--- config.mk ---
export PLATFORM = sky130hd
export DESIGN_NAME = kbd_scan_port
export DESIGN_NICKNAME = d
export VERILOG_FILES = /design/src/rtl/kbd_pkg.sv /design/src/rtl/kbd_code_fifo.sv /design/src/rtl/kbd_reset_timer.sv /design/src/rtl/kbd_irq_ctrl.sv /design/src/rtl/kbd_scan_port.sv
export SDC_FILE = /design/constraint.sdc
export NUM_CORES = 1
export LEC_CHECK = 0
export BUFFER_PORTS_ARGS = -buffer_cell sky130_fd_sc_hd__buf_2
export CAP_MARGIN = 25
export CORE_MARGIN = 3
export CORE_UTILIZATION = 40
export CTS_BUF_LIST = sky130_fd_sc_hd__clkbuf_16
export CTS_CLUSTER_DIAMETER = 40
export DETAILED_ROUTE_END_ITERATION = 16
export PLACE_DENSITY = 0.68
export SKIP_CTS_REPAIR_TIMING = 1
export SYNTH_ARGS = -nofsm -noshare
export SYNTH_HDL_FRONTEND = slang
export SYNTH_HIERARCHICAL = 1
export SYNTH_SLANG_ARGS = --single-unit
export TNS_END_PERCENT = 10
--- constraint.sdc ---
create_clock -name clk -period 3.2 [get_ports clk]
set_input_delay 0.16 -clock clk [delete_from_list [all_inputs] [get_ports clk]]
set_output_delay 0.16 -clock clk [all_outputs]
set_load 0.03 [all_outputs]
--- src/rtl/kbd_pkg.sv ---
package kbd_pkg;

    typedef enum logic [1:0] {
        KM_RESET_HOLD  = 2'b00,
        KM_NORMAL      = 2'b01,
        KM_RESET_QUIET = 2'b10,
        KM_DISCARD     = 2'b11
    } kbd_mode_e;

    localparam logic [7:0] SELFTEST_PASS = 8'hAA;
    localparam logic [7:0] EMPTY_READ    = 8'h00;

    typedef struct packed {
        logic       valid;
        logic [7:0] data;
    } kbd_byte_t;

    function automatic logic mode_lowers_irq(kbd_mode_e m);
        return m[1];
    endfunction

    function automatic logic mode_starts_reset(kbd_mode_e m);
        return !m[0];
    endfunction

    function automatic logic mode_accepts(kbd_mode_e m);
        return m != KM_DISCARD;
    endfunction

endpackage

--- src/rtl/kbd_code_fifo.sv ---
module kbd_code_fifo
    import kbd_pkg::*;
#(
    parameter int DEPTH = 16
) (
    input  logic                           clk,
    input  logic                           rst,
    input  logic                           flush,
    input  logic                           flush_load,
    input  logic [7:0]                     flush_byte,
    input  kbd_byte_t                      wr,
    input  logic                           rd_en,
    output logic [7:0]                     head,
    output logic [$clog2(DEPTH+1)-1:0]     count,
    output logic                           empty,
    output logic                           full
);
    localparam int AW = (DEPTH > 1) ? $clog2(DEPTH) : 1;
    localparam int CW = $clog2(DEPTH + 1);

    logic [7:0]    mem [DEPTH];
    logic [AW-1:0] rptr, wptr;

    function automatic logic [AW-1:0] step(logic [AW-1:0] p);
        return (p == AW'(DEPTH - 1)) ? '0 : p + AW'(1);
    endfunction

    always_ff @(posedge clk) begin
        if (rst) begin
            rptr  <= '0;
            wptr  <= '0;
            count <= '0;
        end else if (flush) begin
            rptr  <= '0;
            wptr  <= flush_load ? step('0) : '0;
            count <= flush_load ? CW'(1) : '0;
        end else begin
            if (wr.valid) wptr <= step(wptr);
            if (rd_en)    rptr <= step(rptr);
            count <= count + CW'(wr.valid) - CW'(rd_en);
        end
    end

    always_ff @(posedge clk) begin
        if (flush && flush_load)
            mem[0] <= flush_byte;
        else if (!flush && wr.valid)
            mem[wptr] <= wr.data;
    end

    assign head  = mem[rptr];
    assign empty = (count == '0);
    assign full  = (count == CW'(DEPTH));

    AST_NO_OVERFLOW: assert property (@(posedge clk) disable iff (rst)
        count <= CW'(DEPTH));

endmodule

--- src/rtl/kbd_reset_timer.sv ---
module kbd_reset_timer #(
    parameter int DELAY = 5
) (
    input  logic clk,
    input  logic rst,
    input  logic reload,
    output logic busy,
    output logic done
);
    localparam int CW = $clog2(DELAY + 1);

    logic [CW-1:0] cnt;

    always_ff @(posedge clk) begin
        if (rst)
            cnt <= '0;
        else if (reload)
            cnt <= CW'(DELAY);
        else if (busy)
            cnt <= cnt - CW'(1);
    end

    assign busy = (cnt != '0);
    assign done = (cnt == CW'(1)) && !reload;

    AST_RELOAD_FULL: assert property (@(posedge clk) disable iff (rst)
        reload |=> cnt == CW'(DELAY));
    AST_COUNT_DOWN: assert property (@(posedge clk) disable iff (rst)
        (busy && !reload) |=> cnt == $past(cnt) - CW'(1));

endmodule

--- src/rtl/kbd_irq_ctrl.sv ---
module kbd_irq_ctrl (
    input  logic clk,
    input  logic rst,
    input  logic force_low,
    input  logic raise,
    input  logic read_low,
    output logic irq
);
    always_ff @(posedge clk) begin
        if (rst)
            irq <= 1'b0;
        else if (force_low)
            irq <= 1'b0;
        else if (raise)
            irq <= 1'b1;
        else if (read_low)
            irq <= 1'b0;
    end
endmodule

--- src/rtl/kbd_scan_port.sv ---
module kbd_scan_port
    import kbd_pkg::*;
#(
    parameter int FIFO_DEPTH   = 16,
    parameter int RESET_CYCLES = 5
) (
    input  logic       clk,
    input  logic       rst,
    input  logic       mode_we,
    input  logic [1:0] mode_wd,
    input  logic       code_valid,
    input  logic [7:0] code_byte,
    input  logic       cpu_rd,
    output logic [7:0] cpu_data,
    output logic       irq
);
    localparam int CW = $clog2(FIFO_DEPTH + 1);

    kbd_mode_e     mode_q, mode_new;
    logic          reload, lower_mode, reset_done, reset_busy, inject;
    logic          push_ok, pop_ok, rd_raise, raise;
    logic          full, empty;
    logic [CW-1:0] count;
    logic [7:0]    head;
    kbd_byte_t     arrive;

    assign mode_new = kbd_mode_e'(mode_wd);

    always_ff @(posedge clk) begin
        if (rst)
            mode_q <= KM_NORMAL;
        else if (mode_we)
            mode_q <= mode_new;
    end

    assign reload     = mode_we && mode_starts_reset(mode_new);
    assign lower_mode = mode_we && mode_lowers_irq(mode_new);

    kbd_reset_timer #(.DELAY(RESET_CYCLES)) u_timer (
        .clk   (clk),
        .rst   (rst),
        .reload(reload),
        .busy  (reset_busy),
        .done  (reset_done)
    );

    assign inject  = reset_done && mode_accepts(mode_q);
    assign push_ok = code_valid && mode_accepts(mode_q) && !full && !reset_done;
    assign pop_ok  = cpu_rd && !empty && !reset_done;
    assign arrive  = '{valid: push_ok, data: code_byte};

    kbd_code_fifo #(.DEPTH(FIFO_DEPTH)) u_fifo (
        .clk       (clk),
        .rst       (rst),
        .flush     (reset_done),
        .flush_load(inject),
        .flush_byte(SELFTEST_PASS),
        .wr        (arrive),
        .rd_en     (pop_ok),
        .head      (head),
        .count     (count),
        .empty     (empty),
        .full      (full)
    );

    assign rd_raise = pop_ok && (count > CW'(1));
    assign raise    = push_ok || inject || rd_raise;

    kbd_irq_ctrl u_irq (
        .clk      (clk),
        .rst      (rst),
        .force_low(lower_mode),
        .raise    (raise),
        .read_low (cpu_rd),
        .irq      (irq)
    );

    assign cpu_data = empty ? EMPTY_READ : head;

    AST_DISCARD_HOLDS: assert property (@(posedge clk) disable iff (rst)
        (mode_q == KM_DISCARD && code_valid && !cpu_rd && !reset_done)
        |=> count == $past(count));
    AST_QUIET_RESET_LOWERS: assert property (@(posedge clk) disable iff (rst)
        (mode_we && mode_wd == 2'b10) |=> !irq);
    AST_HOLD_KEEPS_IRQ: assert property (@(posedge clk) disable iff (rst)
        (mode_we && mode_wd == 2'b00 && !code_valid && !cpu_rd && !reset_done)
        |=> irq == $past(irq));
    AST_INJECT_SELFTEST: assert property (@(posedge clk) disable iff (rst)
        (reset_done && mode_q != KM_DISCARD && !lower_mode)
        |=> (count == CW'(1) && cpu_data == 8'hAA && irq));
    AST_EMPTY_READ_INERT: assert property (@(posedge clk) disable iff (rst)
        (cpu_rd && empty && !code_valid && !reset_done)
        |=> (count == '0 && cpu_data == 8'h00));
    AST_FULL_DROP: assert property (@(posedge clk) disable iff (rst)
        (full && code_valid && !cpu_rd && !reset_done) |=> full);
    AST_LOWER_WINS: assert property (@(posedge clk) disable iff (rst)
        (lower_mode && raise) |=> !irq);

endmodule

* Yosys cells after proc, flatten, opt, wreduce, memory -nomap -nowiden *
Memories as Yosys holds them, arrays and structs flattened. A register that Yosys moved wholly into a read port is not among the register bits.
Index checks and enable logic that the tools add are counted.

word-level totals
  output and inout port bits = 9
  memories kept = 1
  memory bits (writable) = 128
  memory bits (read-only) = 0
  flip-flop bits (word level) = 19
  logic and storage cells = 69
  bits in latches = 0

operators by class
  $mul = 0
  add/subtract/negate cells = 5
  bitwise gates (word level) = 0
  div/mod/pow operators = 0
  shift operators = 0
  $lt $le $gt $ge = 1
  muxes and demuxes = 22
  equal/unequal tests = 5
  reductions and logical operators = 28

memory list
  name        depth  width  rd ports  clocked after memory_dff  wr ports  RTL line             text
  u_fifo.mem  16     8      1         1                         1         kbd_code_fifo.sv:21  logic [7:0] mem [DEPTH];

operators with widths
  kind                 number
  $mux 4               7
  $mux 8               2
  $logic_and 1x1->1    12
  $mux 1               10
  $add 4x1->4 const B  2
  $eq 4x4->1 const B   2
  $reduce_or 8->1      1
  $mux 3               2
  $reduce_bool 2->1    3
  $reduce_or 2->1      3
  $add 5x1->5          1
  $eq 5x5->1 const B   1
  $gt 5x1->1 const B   1
  $logic_not 1->1      5
  $logic_not 5->1      1
  $mux 5               1
  $sub 5x1->5          1
  $eq 3x1->1 const B   1
  $reduce_bool 3->1    1
  $sub 3x1->3 const B  1
  $logic_or 1x1->1     2
  $ne 2x2->1 const B   1

* Longest topological paths before layout *
  word-level depth = 12
  depth in mapped cells = 16
  mapped depth without buffers = 16

* By module *
Netlist, hierarchy kept.

modules (own cells, without submodules)
  module           times used  sequential area each (um^2)  area an instance (um^2)  cells each
  kbd_code_fifo    1           4,184.0                      5,894.4                  335
  kbd_scan_port    1           40.0                         205.2                    28
  kbd_reset_timer  1           60.1                         197.7                    19
  kbd_irq_ctrl     1           20.0                         45.0                     4

* Worst setup path after synthesis *
Ideal clock, no wire load.

  path type = register to register
  start = register u_timer.cnt[1]
  end = register u_fifo.count[4]
  setup slack = 190 ps
  data required time = 3,079 ps
  cell stages (with the launch flop) = 15
  arrival = 2,889 ps
  path buffers = 0
  period minus slack after synthesis = 3,010 ps
  setup time = 121 ps
  cells stage by stage = dfxtp_1 -> inv_1 -> ha_1 -> nor3b_1 -> nor2_1 -> inv_1 -> ha_1 -> inv_1 -> ha_1 -> inv_1 -> fa_1 -> nand2b_1 -> a21oi_1 -> o21ai_0 -> nor3b_1

between the ends
  word-level cells in the longest chain between the ends = 7
  elaborated cells between the ends (all ways) = 8

RTL lines
  element                 RTL line               text
  start, declared         kbd_reset_timer.sv:12  logic [CW-1:0] cnt;
  start signal, assigned  kbd_reset_timer.sv:18  cnt <= CW'(DELAY);
  start signal, assigned  kbd_reset_timer.sv:20  cnt <= cnt - CW'(1);
  $eq 3x1->1              kbd_reset_timer.sv:24  assign done = (cnt == CW'(1)) && !reload;
  $logic_and 1x1->1       kbd_reset_timer.sv:24
  net reset_done          kbd_scan_port.sv:20    logic reload, lower_mode, reset_done, reset_busy, inject;
  $logic_not 1->1         kbd_scan_port.sv:48    assign push_ok = code_valid && mode_accepts(mode_q) && !full && !reset_done;
  $logic_and 1x1->1       kbd_scan_port.sv:48
  net push_ok             kbd_scan_port.sv:21    logic push_ok, pop_ok, rd_raise, raise;
  $add 5x1->5             kbd_code_fifo.sv:40    count <= count + CW'(wr.valid) - CW'(rd_en);
  $sub 5x1->5             kbd_code_fifo.sv:40
  $mux 5                  kbd_code_fifo.sv:33    end else if (flush) begin
  end signal, assigned    kbd_code_fifo.sv:36    count <= flush_load ? CW'(1) : '0;
  end signal, assigned    kbd_code_fifo.sv:40
  end, declared           kbd_code_fifo.sv:14    output logic [$clog2(DEPTH+1)-1:0] count,

The timed path passes the listed nets, and every way through them passes these cells.
A chain may end at the register's enable or synchronous reset.

* Final worst setup path *
  start = register u_fifo.count[2]
  end = register u_fifo.count[4]

between the ends
  word-level cells in the longest chain between the ends = 7
  elaborated cells between the ends (all ways) = 11

RTL lines
  element                         RTL line             text
  $eq 5x5->1                      kbd_code_fifo.sv:53  assign full = (count == CW'(DEPTH));
  net full                        kbd_scan_port.sv:22  logic full, empty;
  $logic_not 1->1                 kbd_scan_port.sv:48
  $logic_and 1x1->1 (2 in a row)  kbd_scan_port.sv:48
  net push_ok                     kbd_scan_port.sv:21
  $add 5x1->5                     kbd_code_fifo.sv:40
  $sub 5x1->5                     kbd_code_fifo.sv:40
  $mux 5                          kbd_code_fifo.sv:33

The timed path passes the listed nets, and every way through them passes these cells.

==> results.yml <==
global_route:
  first_global_vias: 3618
  grt_usage_pct: 14.95
  grt_max_degree: 18
  grt-ovfl-total: 0
  grt_pass1_wl_mm: 19.68
  antenna_found_initial: 0
setup_path:
  end_kind: "flop"
  critPathMaxFanout: 5
  reg2reg_to: "u_fifo/count[4]"
  critPathRequiredTime_ns: 3.50
  crit_chain: "inv_1 -> ha_1 -> nor4bb_1 -> nor2b_1 -> nand2_1 -> nor2_1 -> inv_2 -> ha_1 -> inv_1 -> ha_1 -> inv_1 -> fa_1 -> nand2b_1 -> a21oi_2 -> o21ai_0 -> nor3b_1"
  start_kind: "flop"
  r2r-start: "u_fifo/count[2]"
  cp_slowest_stage_delay_ns: 0.40
  reg2regPathDepth: 16
  r2r_slack_ns: 0.33
  critPathTopFamily: "adder cells"
  crit_buf_inv: 4
  path_class: "flop to flop"
  slowest_stage: "fa_1"
  cp.arrival_ns: 3.17
hold_path:
  hp-class: "primary input to flop"
  holdPathStages: 2
  min-delay-start: "rst"
  holdPathEnd: "u_fifo/wptr[0]"
routing:
  wl_mm: 12.16
  first_iter_violations: 323
  via_count: 3431
  viasPerCell: 5.144
  drt_first_pass_iters: 4
  drc_errors: 0
  wl_per_cell_um: 18.23
  ant_nets: 0
logic_synthesis:
  async_flop_share_pct: 0
  syn_area_per_cell_um2: 16.43
  synthFlopType: "edfxtp_1"
  yosys.area.top_type: "edfxtp_1"
  synth_area_leaders: "edfxtp_1 61%, dfxtp_1 7.3%, mux4_2 6.4%"
  synth_edf_count: 128
  yosys.cell_types.count: 51
  ys_seq_elements: 151
  netlist_instances: 386
  yosys_warnings: 6
  yosysSeqAreaShare_pct: 67.86
  synthTopCellsByCount: "128 x edfxtp_1, 45 x nand2_1, 27 x nor2_1"
  synth_top_area_share_pct: 60.60
  synth.most_common_cell: "edfxtp_1"
  syn_area_um2: 6342
clocking:
  cts_buffers: 17
  clkTransAtPathRegs_ns: 0.06
  clk_latency_ns: 0.42
  cts_num_sinks: 151
  htreeDepth: 4
  cts_buffer_depth: 2
  cts_tree: "built"
  cts_root_buffer: "clkbuf_16"
finish:
  area_growth_pct: 17.91
  fill_cells: 1268
  drive_gt1_share_pct: 25.44
  fin_nets: 470
  n_antenna_cell: 0
power_and_ir_drop:
  p_leak_nw: 2.609
  power_density_nw_per_um2: 801.3
  power.total_mw: 5.992
  p_int_mw: 4.342
  seq_power_share_pct: 41.3
  combPwrFrac_pct: 22.7
  max-vdd-ir-drop_mv: 0.3941
  p_sw_share_pct: 27.54
  power_switching_mw: 1.650
  clockPowerShare_pct: 36.0
sta:
  rsz0062_at_grt: "no"
  fmax_mhz: 348.2
  fin_setup_tns_ns: 0
  min_period_over_period_pct: 89.75
  tightest_slew_ns: 0.6879
  post-route-min-period_ns: 2.872
  setup_viol: 0
  relSlewSlack_pct: 54.05
  maxSlewViolCount: 0
  hold_violations: 0
  fin_skew_ns: 0.008828
floorplanning:
  die_h_um: 131.9
  rows: 45
  die_w_um: 131.9
  die-area_um2: 17400
  start_util_pct: 41.26
  ios: 24
  core-area_um2: 15370
placement:
  io_buffer_count: 23
  routabilityCongestion: 0.7465
  post-dp-hpwl_mm: 8.096
status:
  status: "finished, final reports clean"
flow_run:
  maxCapViolCount: 0
## state kept, by name (all words and copies together) (netlist names), named ones only
name          cells
mode_q            2
u_fifo/count      5
u_fifo/mem      128
u_fifo/rptr       4
u_fifo/wptr       4
u_irq/irq         1
u_timer/cnt       3
## kinds of logic after synthesis
kind of cell,after synthesis,synth area share (%)
AOI/OAI and AO/OA,39,4.261
xor gates and xnor gates,5,0.6906
adders and majority gates,12,2.486
buffers and inverters,27,2.505
DFF,151,67.86
muxes,35,12.68
other,2,0.1184
and+or+nand+nor,115,9.391
## worst max path at each step
stage	to	cells past startpoint	from
6_report	u_fifo/count[4]	16	u_fifo/count[2]
2_1_floorplan	u_fifo/count[4]	14	u_timer/cnt[1]
4_1_cts	cpu_data[2]	6	flop
3_5_place_dp	u_fifo/count[4]	16	u_fifo/count[2]
5_1_grt	u_fifo/count[4]	16	u_fifo/count[2]
3_3_place_gp	u_fifo/count[4]	16	u_fifo/count[3]
## stage by stage
step | utilization, % | hold WS [ns] | std cells | setup WS, ns | instance area, µm²
detailed placement | 44.40 | 0.4484 | 635 | 0.3237 | 6824
global placement | 44.40 | 0.4317 | 635 | 0.4717 | 6824
finish | 48.65 | 0.02422 | 667 | 0.3279 | 7478
floorplan | - | 0.2289 | 392 | 0.1901 | 6365
global route | 48.65 | 0.01939 | 667 | 0.05020 | 7478
CTS | 48.62 | -0.002983 | 667 | 0.2818 | 7473
## metal layers
| metal | routed length, µm | share of wire, % | track usage (%) |
|---|---|---|---|
| met4 | 180 | 1.5 | 6.476 |
| met3 | 818 | 6.7 | 3.626 |
| met2 | 6246 | 51 | 24.80 |
| met5 | 0 | 0 | 0 |
| met1 | 4911 | 40 | 18.79 |
## cell usage in the layout, fill, tap and decap left out, drive strengths merged, types with 2 or more instances in the layout
cell type	netlist	layout
a21o	2	2
a21oi	9	9
a22oi	16	16
and2	3	3
and2b	9	9
buf	10	47
bufinv	0	5
clkbuf	2	17
clkinv	0	4
clkinvlp	0	4
conb	2	8
dfxtp	23	23
edfxtp	128	128
ha	11	11
inv	12	14
mux2i	2	2
mux4	32	32
nand2	45	45
nand2b	6	6
nand3	2	2
nor2	28	28
nor2b	4	4
nor3	4	4
nor3b	4	4
nor4b	2	2
o21ai	4	4
or3	2	2
xnor2	2	2
xor2	3	3
## worst reg2reg max path, cell delays in order (launching register included)
cell      delay (ns)
dfxtp_1         0.36
inv_1           0.08
ha_1            0.20
nor4bb_1        0.12
nor2b_1         0.14
nand2_1         0.06
nor2_1          0.15
inv_2           0.09
ha_1            0.29
inv_1           0.05
ha_1            0.15
inv_1           0.05
fa_1            0.40
nand2b_1        0.19
a21oi_2         0.17
o21ai_0         0.10
nor3b_1         0.15
## power by group through the flow
| stage | Sequential (mW) | Combinational (mW) | Clock (mW) |
|---|---|---|---|
| finish | 2.47 | 1.36 | 2.16 |
| global route | 2.49 | 1.49 | 2.29 |
| CTS | 2.48 | 1.37 | 2.20 |
| detailed placement | 2.52 | 1.36 | 0 |
| global placement | 2.51 | 1.31 | 0 |
| floorplan | 2.44 | 1.05 | 0 |
## layout make-up
| type | instances | area, µm² | area share [%] |
|---|---|---|---|
| inverter | 12 | 45.04 | 0.6023 |
| sequential | 151 | 4307 | 57.59 |
| multi-input combinational | 214 | 1906 | 25.48 |
| tap | 211 | 264.0 | 3.530 |
| timing repair buffer | 47 | 307.8 | 4.116 |
| clock inverter | 15 | 224.0 | 2.995 |
| clock buffer | 17 | 425.4 | 5.688 |
Power figures use the tool's default switching activity.
